===== src/rtl/irq_vector_pkg.sv =====
package irq_vector_pkg;
  // Vector slot of a source: slot 0 is reset, source i occupies slot i+1.
  function automatic int unsigned vec_of(input int unsigned src, input int unsigned stride);
    return (src + 1) * stride;
  endfunction

  // Next global-enable value; acknowledge dominates, then clear, then set/return.
  function automatic logic gie_next(input logic cur, input logic take,
                                    input logic clr, input logic set);
    if (take)     return 1'b0;
    else if (clr) return 1'b0;
    else if (set) return 1'b1;
    else          return cur;
  endfunction
endpackage


===== src/rtl/irq_prio_enc.sv =====
module irq_prio_enc #(
  parameter int N  = 8,
  parameter int IW = 3
) (
  input  logic [N-1:0]  pend,
  output logic          any,
  output logic [N-1:0]  win_oh,
  output logic [IW-1:0] win_idx
);
  logic [N:0] seen;
  assign seen[0] = 1'b0;

  for (genvar g = 0; g < N; g++) begin : g_chain
    assign win_oh[g]   = pend[g] & ~seen[g];
    assign seen[g + 1] = seen[g] | pend[g];
  end

  assign any = seen[N];

  always_comb begin
    win_idx = '0;
    for (int i = 0; i < N; i++)
      if (win_oh[i]) win_idx = IW'(i);
  end
endmodule


===== src/rtl/irq_flag_bank.sv =====
module irq_flag_bank #(
  parameter int N = 8
) (
  input  logic         clk,
  input  logic         rst_n,
  input  logic [N-1:0] evt,
  input  logic [N-1:0] sw_clr,
  input  logic [N-1:0] hw_clr,
  output logic [N-1:0] flags
);
  // A new event outranks both kinds of clear in the same cycle.
  always_ff @(posedge clk) begin
    if (!rst_n) flags <= '0;
    else        flags <= (flags & ~sw_clr & ~hw_clr) | evt;
  end
endmodule


===== src/rtl/irq_gie_ctrl.sv =====
module irq_gie_ctrl (
  input  logic clk,
  input  logic rst_n,
  input  logic take,
  input  logic clr,
  input  logic set,
  output logic gie
);
  import irq_vector_pkg::*;

  always_ff @(posedge clk) begin
    if (!rst_n) gie <= 1'b0;
    else        gie <= gie_next(gie, take, clr, set);
  end
endmodule


===== src/rtl/irq_vector_ctrl.sv =====
module irq_vector_ctrl #(
  parameter int NUM_SRC    = 8,
  parameter int VEC_STRIDE = 2,
  parameter int ADDR_W     = 12
) (
  input  logic                clk,
  input  logic                rst_n,
  input  logic [NUM_SRC-1:0]  evt_i,
  input  logic                reg_we_i,
  input  logic                reg_sel_i,
  input  logic [NUM_SRC-1:0]  reg_wdata_i,
  input  logic                gie_set_i,
  input  logic                gie_clr_i,
  input  logic                irq_ack_i,
  input  logic                reti_i,
  output logic                irq_req_o,
  output logic [ADDR_W-1:0]   vec_addr_o,
  output logic                gie_o,
  output logic [NUM_SRC-1:0]  flags_o,
  output logic [NUM_SRC-1:0]  en_o
);
  import irq_vector_pkg::*;

  localparam int IW = (NUM_SRC > 1) ? $clog2(NUM_SRC) : 1;

  // Named internal events, visible to the bound checker.
  logic [NUM_SRC-1:0] pend_w;
  logic [NUM_SRC-1:0] win_oh_w;
  logic [IW-1:0]      win_idx_w;
  logic               any_w;
  logic               take_w;
  logic [NUM_SRC-1:0] sw_clr_w;
  logic [NUM_SRC-1:0] hw_clr_w;
  logic [ADDR_W-1:0]  win_vec_w;

  assign pend_w    = flags_o & en_o;
  assign irq_req_o = gie_o & any_w;
  assign take_w    = irq_ack_i & irq_req_o;
  assign sw_clr_w  = (reg_we_i && reg_sel_i) ? reg_wdata_i : '0;
  assign hw_clr_w  = take_w ? win_oh_w : '0;
  assign win_vec_w = ADDR_W'(vec_of(int'(win_idx_w), VEC_STRIDE));

  irq_prio_enc #(.N(NUM_SRC), .IW(IW)) u_enc (
    .pend    (pend_w),
    .any     (any_w),
    .win_oh  (win_oh_w),
    .win_idx (win_idx_w)
  );

  irq_flag_bank #(.N(NUM_SRC)) u_flags (
    .clk    (clk),
    .rst_n  (rst_n),
    .evt    (evt_i),
    .sw_clr (sw_clr_w),
    .hw_clr (hw_clr_w),
    .flags  (flags_o)
  );

  irq_gie_ctrl u_gie (
    .clk   (clk),
    .rst_n (rst_n),
    .take  (take_w),
    .clr   (gie_clr_i),
    .set   (gie_set_i | reti_i),
    .gie   (gie_o)
  );

  always_ff @(posedge clk) begin
    if (!rst_n) begin
      en_o       <= '0;
      vec_addr_o <= '0;
    end else begin
      if (reg_we_i && !reg_sel_i) en_o <= reg_wdata_i;
      if (take_w)                 vec_addr_o <= win_vec_w;
    end
  end
endmodule


===== config.mk =====
export PLATFORM = sky130hd
export DESIGN_NAME = irq_vector_ctrl
export DESIGN_NICKNAME = d
export VERILOG_FILES = /design/src/rtl/irq_vector_pkg.sv /design/src/rtl/irq_prio_enc.sv /design/src/rtl/irq_flag_bank.sv /design/src/rtl/irq_gie_ctrl.sv /design/src/rtl/irq_vector_ctrl.sv
export SDC_FILE = /design/constraint.sdc
export NUM_CORES = 1
export LEC_CHECK = 0
export BUFFER_PORTS_ARGS = -buffer_cell sky130_fd_sc_hd__buf_4
export CAP_MARGIN = 20
export CORE_MARGIN = 2
export CORE_UTILIZATION = 49
export CTS_BUF_LIST = sky130_fd_sc_hd__clkbuf_4
export CTS_CLUSTER_DIAMETER = 80
export CTS_CLUSTER_SIZE = 28
export DETAILED_ROUTE_END_ITERATION = 12
export PLACE_DENSITY_LB_ADDON = 0.2
export SYNTH_ARGS = -nofsm -noshare
export SYNTH_HDL_FRONTEND = slang
export SYNTH_SLANG_ARGS = --single-unit

===== constraint.sdc =====
create_clock -name clk -period 2.45 [get_ports clk]
set_input_delay 0.1225 -clock clk [delete_from_list [all_inputs] [get_ports clk]]
set_output_delay 0.1225 -clock clk [all_outputs]
set_load 0.02 [all_outputs]

==> metrics.txt <==
# TYPE chip_impl_metric gauge
chip_impl_metric{name="ratio_of_final_minimum_period_to_clock_period",unit="%"} 85.55
chip_impl_info{name="unrepaired_setup_endpoints_after_global_routing",value="false"} 1
chip_impl_metric{name="detailedRoute.firstIterationViolations",unit=""} 24
chip_impl_metric{name="design.core.area",unit="mm²"} 0.001962
chip_impl_metric{name="required",unit="ns"} 2.33
chip_impl_metric{name="post_cts_setup_buffer_count",unit=""} 0
chip_impl_metric{name="post-dp-hpwl",unit="µm"} 1955
chip_impl_metric{name="antenna-diode-count",unit=""} 0
chip_impl_info{name="final_cell_mix",value="sky130_fd_sc_hd__buf_4 (46), sky130_fd_sc_hd__nand2_1 (22), sky130_fd_sc_hd__dfxtp_1 (21), sky130_fd_sc_hd__nor2_1 (16), sky130_fd_sc_hd__mux2i_1 (9)"} 1
chip_impl_metric{name="max_freq",unit="MHz"} 477.1
chip_impl_info{name="cts_tree",value="built"} 1
chip_impl_metric{name="worst_setup_hold_path_clk_slew",unit="ns"} 0.12
chip_impl_metric{name="antenna_found_initial",unit=""} 0
chip_impl_metric{name="postSynthRegisterBits",unit=""} 21
chip_impl_info{name="critical_path.cell_chain",value="a222oi_1 -> and4_1 -> and2b_1 -> buf_4"} 1
chip_impl_info{name="final_common_cell",value="sky130_fd_sc_hd__buf_4"} 1
chip_impl_metric{name="area_growth_syn_to_layout",unit="%"} 37.33
chip_impl_metric{name="final_net_count",unit=""} 198
chip_impl_info{name="critical_path_launch_point_type",value="flop"} 1
chip_impl_metric{name="ff_latch_area",unit="µm²"} 420.4
chip_impl_metric{name="postSynth.asyncResetShare",unit="%"} 0
chip_impl_metric{name="vias",unit=""} 1059
chip_impl_info{name="synth_ff_type",value="sky130_fd_sc_hd__dfxtp_1"} 1
chip_impl_info{name="globalRoute.busiestLayer",value="met2"} 1
chip_impl_metric{name="slew-limit-headroom",unit="%"} 63.03
chip_impl_metric{name="dr.pass1.iters",unit=""} 4
chip_impl_metric{name="vdd_ir_drop_max",unit="mV"} 0.4167
chip_impl_info{name="cp-end-kind",value="output port"} 1
chip_impl_metric{name="final_core_utilization",unit="%"} 71.56
chip_impl_metric{name="grt_use_met2",unit="%"} 36.89
chip_impl_metric{name="drcViolationCount",unit=""} 0
chip_impl_info{name="run_status",value="complete, no violations"} 1
chip_impl_info{name="timing_worst_setup_path_type",value="reg2out"} 1
chip_impl_metric{name="netlist_instances",unit=""} 124
chip_impl_metric{name="routabilityCongestion",unit=""} 0.8480
chip_impl_metric{name="fin_tns_setup",unit="ns"} 0
chip_impl_metric{name="syn-cell-area",unit="mm²"} 0.001022
chip_impl_info{name="critical_path.startpoint",value="en_o[0]"} 1
chip_impl_metric{name="final.fill_count",unit=""} 168
chip_impl_metric{name="totalWireLength",unit="µm"} 2576
chip_impl_info{name="critical_path.reg2reg.endpoint",value="vec_addr_o[3]"} 1
chip_impl_metric{name="synth_enable_flop_cells",unit=""} 0
chip_impl_metric{name="worst-r2r-cell-count",unit=""} 7
chip_impl_metric{name="groute.layer.met1.usage",unit="%"} 27.76
chip_impl_metric{name="hold_viol_final",unit=""} 0
chip_impl_metric{name="hold_worst_slack",unit="ns"} 0.004529
chip_impl_metric{name="post_synthesis_average_cell_area",unit="µm²"} 8.244
chip_impl_metric{name="grt_pass1_wl",unit="µm"} 4202
chip_impl_metric{name="cts_inserted_buffers",unit=""} 3
chip_impl_metric{name="pin_count",unit=""} 54
chip_impl_metric{name="maximum_number_of_pins_on_one_net_before_global_route_repair",unit=""} 19
chip_impl_metric{name="tritoncts_sink_count",unit=""} 21
chip_impl_metric{name="power-per-cell-area",unit="mW/mm²"} 511.1
chip_impl_metric{name="stdcell_count",unit=""} 199
chip_impl_metric{name="share_of_post_route_cells_with_drive_strength_above_1",unit="%"} 30.23
chip_impl_metric{name="placementRows",unit=""} 16
chip_impl_metric{name="report.final.slew_viol_count",unit=""} 0
chip_impl_metric{name="dieArea",unit="mm²"} 0.002468
chip_impl_metric{name="globalRoute.totalOverflow",unit=""} 0
chip_impl_info{name="r2r-start",value="en_o[0]"} 1
chip_impl_metric{name="power.leakage",unit="nW"} 0.6586
chip_impl_metric{name="tightestPinTransition",unit="ns"} 0.5545
chip_impl_metric{name="initial_utilization",unit="%"} 52.10
chip_impl_metric{name="reg_to_reg_setup_timing_slack",unit="ns"} 0.56
chip_impl_metric{name="vias_per_cell",unit=""} 5.322
chip_impl_metric{name="worstSkewPairLatency",unit="ns"} 0.31
chip_impl_metric{name="die_y",unit="µm"} 49.68
chip_impl_metric{name="drt-wirelength-per-cell",unit="µm"} 12.94
chip_impl_metric{name="max_cap_viol_count",unit=""} 0
chip_impl_metric{name="ant_nets",unit=""} 0
chip_impl_metric{name="worst-path-max-fanout",unit=""} 6
chip_impl_info{name="hp-class",value="in2reg"} 1
chip_impl_metric{name="clock_tree.htree_level_count",unit=""} 1
chip_impl_metric{name="crit_path_largest_cell_delay",unit="ns"} 0.56
chip_impl_info{name="root_buffer",value="sky130_fd_sc_hd__clkbuf_4"} 1
chip_impl_metric{name="yosys_warnings",unit=""} 0
chip_impl_metric{name="skew",unit="ns"} 0.004163
chip_impl_info{name="timing.critical_path.to",value="irq_req_o"} 1
chip_impl_metric{name="power",unit="mW"} 0.7175
chip_impl_metric{name="ys_seq_area_share",unit="%"} 41.13
chip_impl_metric{name="vias_in_the_first_global_route",unit=""} 980
chip_impl_metric{name="critical_path_arrival",unit="ns"} 1.97
chip_impl_metric{name="grt_util_all_layers",unit="%"} 22.06
chip_impl_metric{name="finalCriticalPeriod",unit="ns"} 2.096
chip_impl_metric{name="grtUsageMet3",unit="%"} 3.030
chip_impl_info{name="cpMaxStageDelayCell",value="sky130_fd_sc_hd__a222oi_1"} 1
chip_impl_metric{name="yosysUniqueCellTypes",unit=""} 30
chip_impl_metric{name="clk_path_buf_depth",unit=""} 2
chip_impl_metric{name="multi_input_comb_area",unit="µm²"} 545.5
chip_impl_metric{name="die_w",unit="µm"} 49.68
chip_impl_metric{name="place.port_buffers",unit=""} 45
chip_impl_metric{name="setup_viol",unit=""} 0
chip_impl_metric{name="placed_cells",unit=""} 193
routing by layer:
| layer | part of all wire, % | wire, µm |
|---|---|---|
| met1 | 44 | 1141 |
| met5 | 0 | 0 |
| met4 | 1.7 | 44 |
| met3 | 5.7 | 148 |
| met2 | 48 | 1242 |
cell families after synthesis:
logic type	after synthesis	share of synthesized area [%]
AO/OA/AOI/OAI	25	16.65
adder cells (fa/ha/maj)	1	1.224
buffers and inverters	14	8.078
flip-flops	21	41.13
multiplexers	9	8.813
other	1	0.3668
AND/OR/NAND/NOR	53	23.75
timing repair:
item | in CTS | in global routing
hold endpoints to repair | 1 | 1
hold buffers | 1 | 1
gates resized for setup | 0 | 0
state kept, by name (all words and copies together) (netlist names):
register	count
u_gie.gie	1
en_o	8
vec_addr_o	4
u_flags.flags	8
layout make-up:
type	instances	area share, %
tap	27	2.406
sequential	21	29.95
multi-input combinational	96	38.86
timing repair buffer	48	26.02
inverter	3	0.8021
clock buffer	3	1.604
clock inverter	1	0.3565
cell usage after synthesis, types with 2 or more instances:
master | count | area, µm²
sky130_fd_sc_hd__and4_1 | 2 | 17.52
sky130_fd_sc_hd__nand3_1 | 4 | 20.02
sky130_fd_sc_hd__inv_1 | 2 | 7.510
sky130_fd_sc_hd__and2_1 | 2 | 12.51
sky130_fd_sc_hd__a31oi_1 | 7 | 43.79
sky130_fd_sc_hd__a221oi_1 | 2 | 17.52
sky130_fd_sc_hd__dfxtp_1 | 21 | 420.4
sky130_fd_sc_hd__nor2_1 | 16 | 60.06
sky130_fd_sc_hd__buf_4 | 8 | 60.06
sky130_fd_sc_hd__o21a_1 | 2 | 15.01
sky130_fd_sc_hd__nand2_1 | 22 | 82.58
sky130_fd_sc_hd__clkbuf_1 | 3 | 11.26
sky130_fd_sc_hd__a22oi_1 | 3 | 22.52
sky130_fd_sc_hd__mux2i_1 | 9 | 90.09
sky130_fd_sc_hd__a21oi_1 | 5 | 25.02
sky130_fd_sc_hd__o21ai_0 | 2 | 10.01
through the flow:
stage	area [µm²]	worst slack (ns)
finish	1404	0.3539
global route	1404	0.1995
CTS	1394	0.3715
detailed placement	1356	0.6023
global placement	1356	0.7066
floorplan	1049	0.7238
worst max-delay path, delay by kind of cell, from the launching register on:
kind            cells  cell delay [ns]
flops               1             0.38
buf+inv             1             0.15
compound gates      1             0.56
simple gates        2             0.57
where the power goes:
part | switching (mW) | internal [mW]
Clock | 0.110 | 0.0611
Combinational | 0.0867 | 0.0762
Sequential | 0.0230 | 0.360
worst min-delay path by stage:
stage / start / end / slack, ns / depth (start not counted)
finish: evt_i[5] / u_flags.flags[5] / 0.005 / 2
global route: evt_i[5] / u_flags.flags[5] / 0.006 / 2
CTS: evt_i[5] / u_flags.flags[5] / 0.003 / 2
detailed placement: gie_clr_i / u_gie.gie / 0.29 / 2
global placement: gie_clr_i / u_gie.gie / 0.29 / 2
floorplan: gie_clr_i / u_gie.gie / 0.19 / 1
(Power assumes the default switching activity.)
